==> src/rtl/pin_share_pkg.sv <==
// Package: shared widths and fixed pin positions of the shared-pin port.
// Assumes an eight-pin port; pin positions are behaviour (neighbours decode them).
package pin_share_pkg;
    localparam int PORT_W   = 8;
    localparam int SYNC_LEN = 2;
    localparam int PIN_SCL  = 7;
    localparam int PIN_SDA  = 6;
    localparam int PIN_RXD  = 5;
    localparam int PIN_TXD  = 4;
    localparam int PIN_AO1  = 1;
    localparam int PIN_AO0  = 0;
    localparam logic [PORT_W-1:0] PULL_MASK = 8'hF0;

    typedef struct packed {
        logic twi_en;
        logic twi_scl_low;
        logic twi_sda_low;
        logic uart_en;
        logic uart_txd;
        logic dac1_en;
        logic dac0_en;
    } periph_ctl_t;
endpackage

==> src/rtl/pin_share_regs.sv <==
// Module: data and direction registers of the port.
// Assumes a single-cycle write strobe; both registers reset to zero synchronously.
module pin_share_regs #(
    parameter int W = 8
) (
    input  logic         clk,
    input  logic         rst_n,
    input  logic         wr_en,
    input  logic         wr_addr,
    input  logic [W-1:0] wr_data,
    output logic [W-1:0] data_q,
    output logic [W-1:0] dir_q
);
    // Register update: address 0 loads data, address 1 loads direction.
    always_ff @(posedge clk) begin
        if (!rst_n) begin
            data_q <= '0;
            dir_q  <= '0;
        end else if (wr_en) begin
            if (wr_addr) dir_q  <= wr_data;
            else         data_q <= wr_data;
        end
    end
endmodule

==> src/rtl/pin_share_sync.sv <==
// Module: per-pin multi-flop input synchroniser.
// Assumes pad inputs are asynchronous; every stage resets to zero.
module pin_share_sync #(
    parameter int W   = 8,
    parameter int LEN = 2
) (
    input  logic         clk,
    input  logic         rst_n,
    input  logic [W-1:0] raw_in,
    output logic [W-1:0] sync_out
);
    logic [W-1:0] stage [LEN];

    genvar g;
    generate
        for (g = 0; g < LEN; g++) begin : g_stage
            // One synchroniser stage, fed by the pad or by the previous stage.
            always_ff @(posedge clk) begin
                if (!rst_n)      stage[g] <= '0;
                else if (g == 0) stage[g] <= raw_in;
                else             stage[g] <= stage[(g == 0) ? 0 : g-1];
            end
        end
    endgenerate

    assign sync_out = stage[LEN-1];
endmodule

==> src/rtl/pin_share_mux.sv <==
// Module: per-pin ownership mux between ordinary I/O and the peripherals.
// Assumes fixed pin positions from the package; purely combinational.
module pin_share_mux
    import pin_share_pkg::*;
#(
    parameter int W = PORT_W
) (
    input  logic [W-1:0] data_q,
    input  logic [W-1:0] dir_q,
    input  periph_ctl_t  ctl,
    output logic [W-1:0] pin_out,
    output logic [W-1:0] pin_oe,
    output logic [W-1:0] pin_pu
);
    logic [W-1:0] gp_out, gp_oe;

    // Start from ordinary I/O, then apply each enabled peripheral's claim.
    always_comb begin
        gp_out = data_q;
        gp_oe  = dir_q;
        if (ctl.twi_en) begin
            gp_out[PIN_SCL] = 1'b0;
            gp_oe[PIN_SCL]  = ctl.twi_scl_low;
            gp_out[PIN_SDA] = 1'b0;
            gp_oe[PIN_SDA]  = ctl.twi_sda_low;
        end
        if (ctl.uart_en) begin
            gp_out[PIN_RXD] = 1'b0;
            gp_oe[PIN_RXD]  = 1'b0;
            gp_out[PIN_TXD] = ctl.uart_txd;
            gp_oe[PIN_TXD]  = 1'b1;
        end
        if (ctl.dac1_en) begin
            gp_out[PIN_AO1] = 1'b0;
            gp_oe[PIN_AO1]  = 1'b0;
        end
        if (ctl.dac0_en) begin
            gp_out[PIN_AO0] = 1'b0;
            gp_oe[PIN_AO0]  = 1'b0;
        end
    end

    assign pin_out = gp_out;
    assign pin_oe  = gp_oe;

    genvar i;
    generate
        for (i = 0; i < W; i++) begin : g_pull
            // Pull-up only on pull-capable pins while the pin is not driven.
            if (PULL_MASK[i]) begin : g_on
                assign pin_pu[i] = ~gp_oe[i];
            end else begin : g_off
                assign pin_pu[i] = 1'b0;
            end
        end
    endgenerate
endmodule

==> src/rtl/pin_share_port.sv <==
// Module: top of the shared-pin port: registers, synchroniser, mux, read path.
// Assumes synchronous active-low reset and a combinational read of the addressed register.
module pin_share_port
    import pin_share_pkg::*;
(
    input  logic              clk,
    input  logic              rst_n,
    input  logic              bus_wr,
    input  logic              bus_addr,
    input  logic [PORT_W-1:0] bus_wdata,
    output logic [PORT_W-1:0] bus_rdata,
    input  logic [PORT_W-1:0] pin_in,
    output logic [PORT_W-1:0] pin_out,
    output logic [PORT_W-1:0] pin_oe,
    output logic [PORT_W-1:0] pin_pu,
    input  logic              twi_en,
    input  logic              twi_scl_low,
    input  logic              twi_sda_low,
    output logic              twi_scl_in,
    output logic              twi_sda_in,
    input  logic              uart_en,
    input  logic              uart_txd,
    output logic              uart_rxd,
    input  logic              dac1_en,
    input  logic              dac0_en
);
    logic [PORT_W-1:0] data_q, dir_q, pin_sync, data_view;
    periph_ctl_t       ctl;

    assign ctl = '{twi_en: twi_en, twi_scl_low: twi_scl_low, twi_sda_low: twi_sda_low,
                   uart_en: uart_en, uart_txd: uart_txd,
                   dac1_en: dac1_en, dac0_en: dac0_en};

    pin_share_regs #(.W(PORT_W)) u_regs (
        .clk(clk), .rst_n(rst_n), .wr_en(bus_wr), .wr_addr(bus_addr),
        .wr_data(bus_wdata), .data_q(data_q), .dir_q(dir_q)
    );

    pin_share_sync #(.W(PORT_W), .LEN(SYNC_LEN)) u_sync (
        .clk(clk), .rst_n(rst_n), .raw_in(pin_in), .sync_out(pin_sync)
    );

    pin_share_mux #(.W(PORT_W)) u_mux (
        .data_q(data_q), .dir_q(dir_q), .ctl(ctl),
        .pin_out(pin_out), .pin_oe(pin_oe), .pin_pu(pin_pu)
    );

    genvar b;
    generate
        for (b = 0; b < PORT_W; b++) begin : g_view
            // Per bit: latched value for outputs, synchronised pin for inputs.
            assign data_view[b] = dir_q[b] ? data_q[b] : pin_sync[b];
        end
    endgenerate

    // Read mux between the two addresses.
    assign bus_rdata  = bus_addr ? dir_q : data_view;
    assign twi_scl_in = pin_sync[PIN_SCL];
    assign twi_sda_in = pin_sync[PIN_SDA];
    assign uart_rxd   = pin_sync[PIN_RXD];
endmodule

==> config.mk <==
export PLATFORM = sky130hd
export DESIGN_NAME = pin_share_port
export DESIGN_NICKNAME = d
export VERILOG_FILES = /design/src/rtl/pin_share_pkg.sv /design/src/rtl/pin_share_regs.sv /design/src/rtl/pin_share_sync.sv /design/src/rtl/pin_share_mux.sv /design/src/rtl/pin_share_port.sv
export SDC_FILE = /design/constraint.sdc
export NUM_CORES = 1
export LEC_CHECK = 0
export ABC_AREA = 1
export ABC_CLOCK_PERIOD_IN_PS = 1500
export BUFFER_PORTS_ARGS = -buffer_cell sky130_fd_sc_hd__buf_2
export CORE_MARGIN = 2
export CORE_UTILIZATION = 50
export DETAILED_ROUTE_END_ITERATION = 16
export PLACE_DENSITY_LB_ADDON = 0.05
export SLEW_MARGIN = 20
export SYNTH_ARGS = -nofsm -noshare
export SYNTH_HDL_FRONTEND = slang
export SYNTH_SLANG_ARGS = --single-unit
==> constraint.sdc <==
create_clock -name clk -period 1.5 [get_ports clk]
set_input_delay 0.3 -clock clk [delete_from_list [all_inputs] [get_ports clk]]
set_output_delay 0.3 -clock clk [all_outputs]
set_load 0.02 [all_outputs]
==> flow_metrics.py <==
metrics = {
    "setup_path": {
        "r2r_cells": 2,
        "crit-reg2reg-capture": "u_regs.dir_q[4]$_SDFFE_PN0P_",
        "crit_start": "u_regs.dir_q[6]$_SDFFE_PN0P_",
        "cp-endpoint": "pin_oe[6]",
        "critPathArrivalTime_ns": 1.10,
        "start_kind": "flip-flop",
        "crit_fanout": 4,
        "cp_num_cells": 3,
        "crit_slowest_cell": "dfxtp_1",
        "regToRegSetupSlack_ns": 0.87,
        "critPathTopFamily": "flip-flops",
        "critPathCaptureType": "output pin",
        "path_cells": "o21ai_0 -> inv_1 -> buf_2",
        "crit_type": "reg -> out",
        "worst_ep_required_time_ns": 1.20,
        "cp_slowest_stage_delay_ns": 0.34,
        "crit_buf_inv": 2,
        "r2r_start": "u_regs.dir_q[4]$_SDFFE_PN0P_",
    },
    "finish": {
        "fill_cells": 260,
        "drive_gt1_share_pct": 29.3,
        "area_delta_synth_final_pct": 22.8,
        "multi_input_area_um2": 541,
        "register_area_um2": 641,
        "final_nets": 289,
        "antenna_cells": 0,
        "final_cell_area_um2": 1760,
        "fin_cells": 294,
    },
    "clock_tree": {
        "clk_pin_slew_ns": 0.10,
        "cts_setup_buffers": 0,
        "ctsHoldBuffers": 0,
        "clockRootBuffer": "clkbuf_4",
        "clk_path_buf_depth": 2,
        "cts-htree-levels": 2,
        "tritoncts": "yes",
        "clock_latency_ns": 0.32,
        "cts-buffers-inserted": 5,
        "cts.sinks": 32,
        "cts_resized": 0,
    },
    "power": {
        "power_density_nw_per_um2": 997,
        "power_mw": 1.76,
        "irDropWorstVdd_v": 0.000871,
        "leakagePower_nw": 1.06,
    },
    "placement": {
        "gp_congestion": 0.716,
        "hpwl_mm": 1.98,
        "placedInstanceArea_um2": 1700,
        "dp_cells": 286,
        "io_buffers": 57,
    },
    "timing": {
        "hold_viol": 0,
        "rsz0062_at_grt": "no",
        "holdWs_ns": 0.142,
        "maxSlewViolCount": 0,
        "tightest_slew_ns": 0.529,
        "slew_headroom_pct": 64.7,
        "fin_crit_sh_pct": 93.1,
        "clock_skew_ns": 0.00364,
        "finalSetupTns_ns": 0,
        "max_freq_ghz": 0.716,
        "fin_crit_ns": 1.40,
        "setup_viol": 0,
    },
    "global_routing": {
        "grt_pass1_wl_mm": 4.60,
        "grt_use_total_pct": 17.9,
        "grt_max_degree": 33,
        "antenna_found_initial": 0,
        "grt_pass1_vias": 1098,
        "overflow": 0,
    },
    "floorplanning": {
        "start_util_pct": 52.5,
        "die_w_um": 57.6,
        "io_pins": 62,
        "coreArea_um2": 2730,
        "num_rows": 19,
        "dieHeight_um": 57.6,
        "dieArea_um2": 3310,
    },
    "synthesis": {
        "synth-seq-cells": 32,
        "ys.warnings.count": 0,
        "avgSynthCellArea_um2": 6.93,
        "synth_top_area_share_pct": 44.6,
        "postSynthCellCount": 207,
        "yosysSeqAreaShare_pct": 44.6,
        "synth_cell_types": 14,
        "synthTopCellsByArea": "dfxtp_1 (45%), inv_1 (10%), nand2_1 (10%), nor2_1 (9.7%), o21ai_0 (6.6%)",
        "synth_top_area_cell": "dfxtp_1",
        "syn_area_um2": 1440,
    },
    "job": {
        "cap_violations": 0,
    },
    "outcome": {
        "status": "finished clean",
    },
    "hold_path": {
        "hold_path_class": "in -> reg",
    },
    "route": {
        "drt-wirelength-per-cell_um": 9.38,
        "vias": 1305,
        "avgViaCountPerCell": 4.44,
        "routed_wl_mm": 2.76,
        "drcViolationCount": 0,
        "ant_nets": 0,
        "drtIter0Drc": 37,
        "drt_pass1_iterations": 4,
    },
}
[cells by family (layout without fill, tap and decap cells)]
| logic type | count (synthesis) | in the layout | share of synthesized area (%) |
|---|---|---|---|
| AND/OR/NAND/NOR | 90 | 90 | 27.2 |
| AO/OA/AOI/OAI | 27 | 27 | 9.42 |
| flip-flops | 32 | 32 | 44.6 |
| other | 1 | 4 | 0.261 |
| buffers and inverters | 57 | 110 | 18.5 |
[layout make-up]
cell class | instances | share of cell area [%]
inverters | 41 | 8.73
clock inverters | 2 | 0.568
well taps | 31 | 2.20
multi-input cells | 121 | 30.7
repair buffers | 61 | 18.6
flip-flops and latches | 32 | 36.3
clock buffers | 6 | 2.91
[registers in the layout (all words and copies together) (netlist names)]
signal	cells
u_regs.dir_q	8
u_regs.data_q	8
u_sync.stage	16
[placed cells by master (no fill, tap or decap)]
cell      instances
buf_2            57
nand2_1          40
inv_1            40
nor2_1           37
dfxtp_1          32
o21ai_0          18
a21oi_1           8
nand3_1           6
nand3_2           6
clkbuf_4          5
conb_1            4
buf_4             3
clkinv_2          2
inv_2             1
o21ai_1           1
nor2_4            1
clkbuf_8          1
buf_12            1
[synth_stat cells]
| cell | n |
|---|---|
| inv_1 | 40 |
| nand2_1 | 40 |
| nor2_1 | 37 |
| dfxtp_1 | 32 |
| o21ai_0 | 19 |
| buf_4 | 10 |
| a21oi_1 | 8 |
| nand3_1 | 6 |
| nand3_2 | 6 |
| buf_2 | 5 |
| buf_6 | 1 |
| conb_1 | 1 |
| inv_2 | 1 |
| nor2_4 | 1 |
[how the worst min path moves through the flow]
stage	slack, ns	cells after the start	startpoint	endpoint
2_1_floorplan	0.39	2	u_sync.stage[0][0]$_SDFF_PN0_	u_sync.stage[1][0]$_SDFF_PN0_
3_3_place_gp	0.39	2	u_sync.stage[0][1]$_SDFF_PN0_	u_sync.stage[1][1]$_SDFF_PN0_
3_5_place_dp	0.40	2	u_sync.stage[0][1]$_SDFF_PN0_	u_sync.stage[1][1]$_SDFF_PN0_
4_1_cts	0.13	3	pin_in[7]	u_sync.stage[0][7]$_SDFF_PN0_
5_1_grt	0.14	3	pin_in[4]	u_sync.stage[0][4]$_SDFF_PN0_
6_report	0.14	3	pin_in[7]	u_sync.stage[0][7]$_SDFF_PN0_
[stage by stage]
step	setup WS (ns)	utilization [%]
global route	0.0177	64.5
detailed placement	0.158	62.2
floorplan	0.0519	-
finish	0.103	64.5
global placement	0.207	62.2
CTS	0.0489	64.5
[worst reg2reg max path: cells and delay by family, from the launching register on]
| kind | cells | cell delay (ns) |
|---|---|---|
| compound gates | 1 | 0.12 |
| flops | 1 | 0.35 |
| simple gates | 1 | 0.06 |
[power breakdown]
part / leakage, nW / internal, mW / switching (mW)
Sequential: 0.264 / 0.898 / 0.0269
Combinational: 0.754 / 0.118 / 0.203
Clock: 0.0380 / 0.223 / 0.290
[metal layers]
layer	vias to the layer above	GRT usage [%]	wire length, um
met5	-	0	0
met4	0	7.97	30
met3	4	5.22	206
met2	42	29.2	1190
met1	544	21.8	1330
li1	715	-	-
Note: power is estimated with default switching activity, not from simulation.
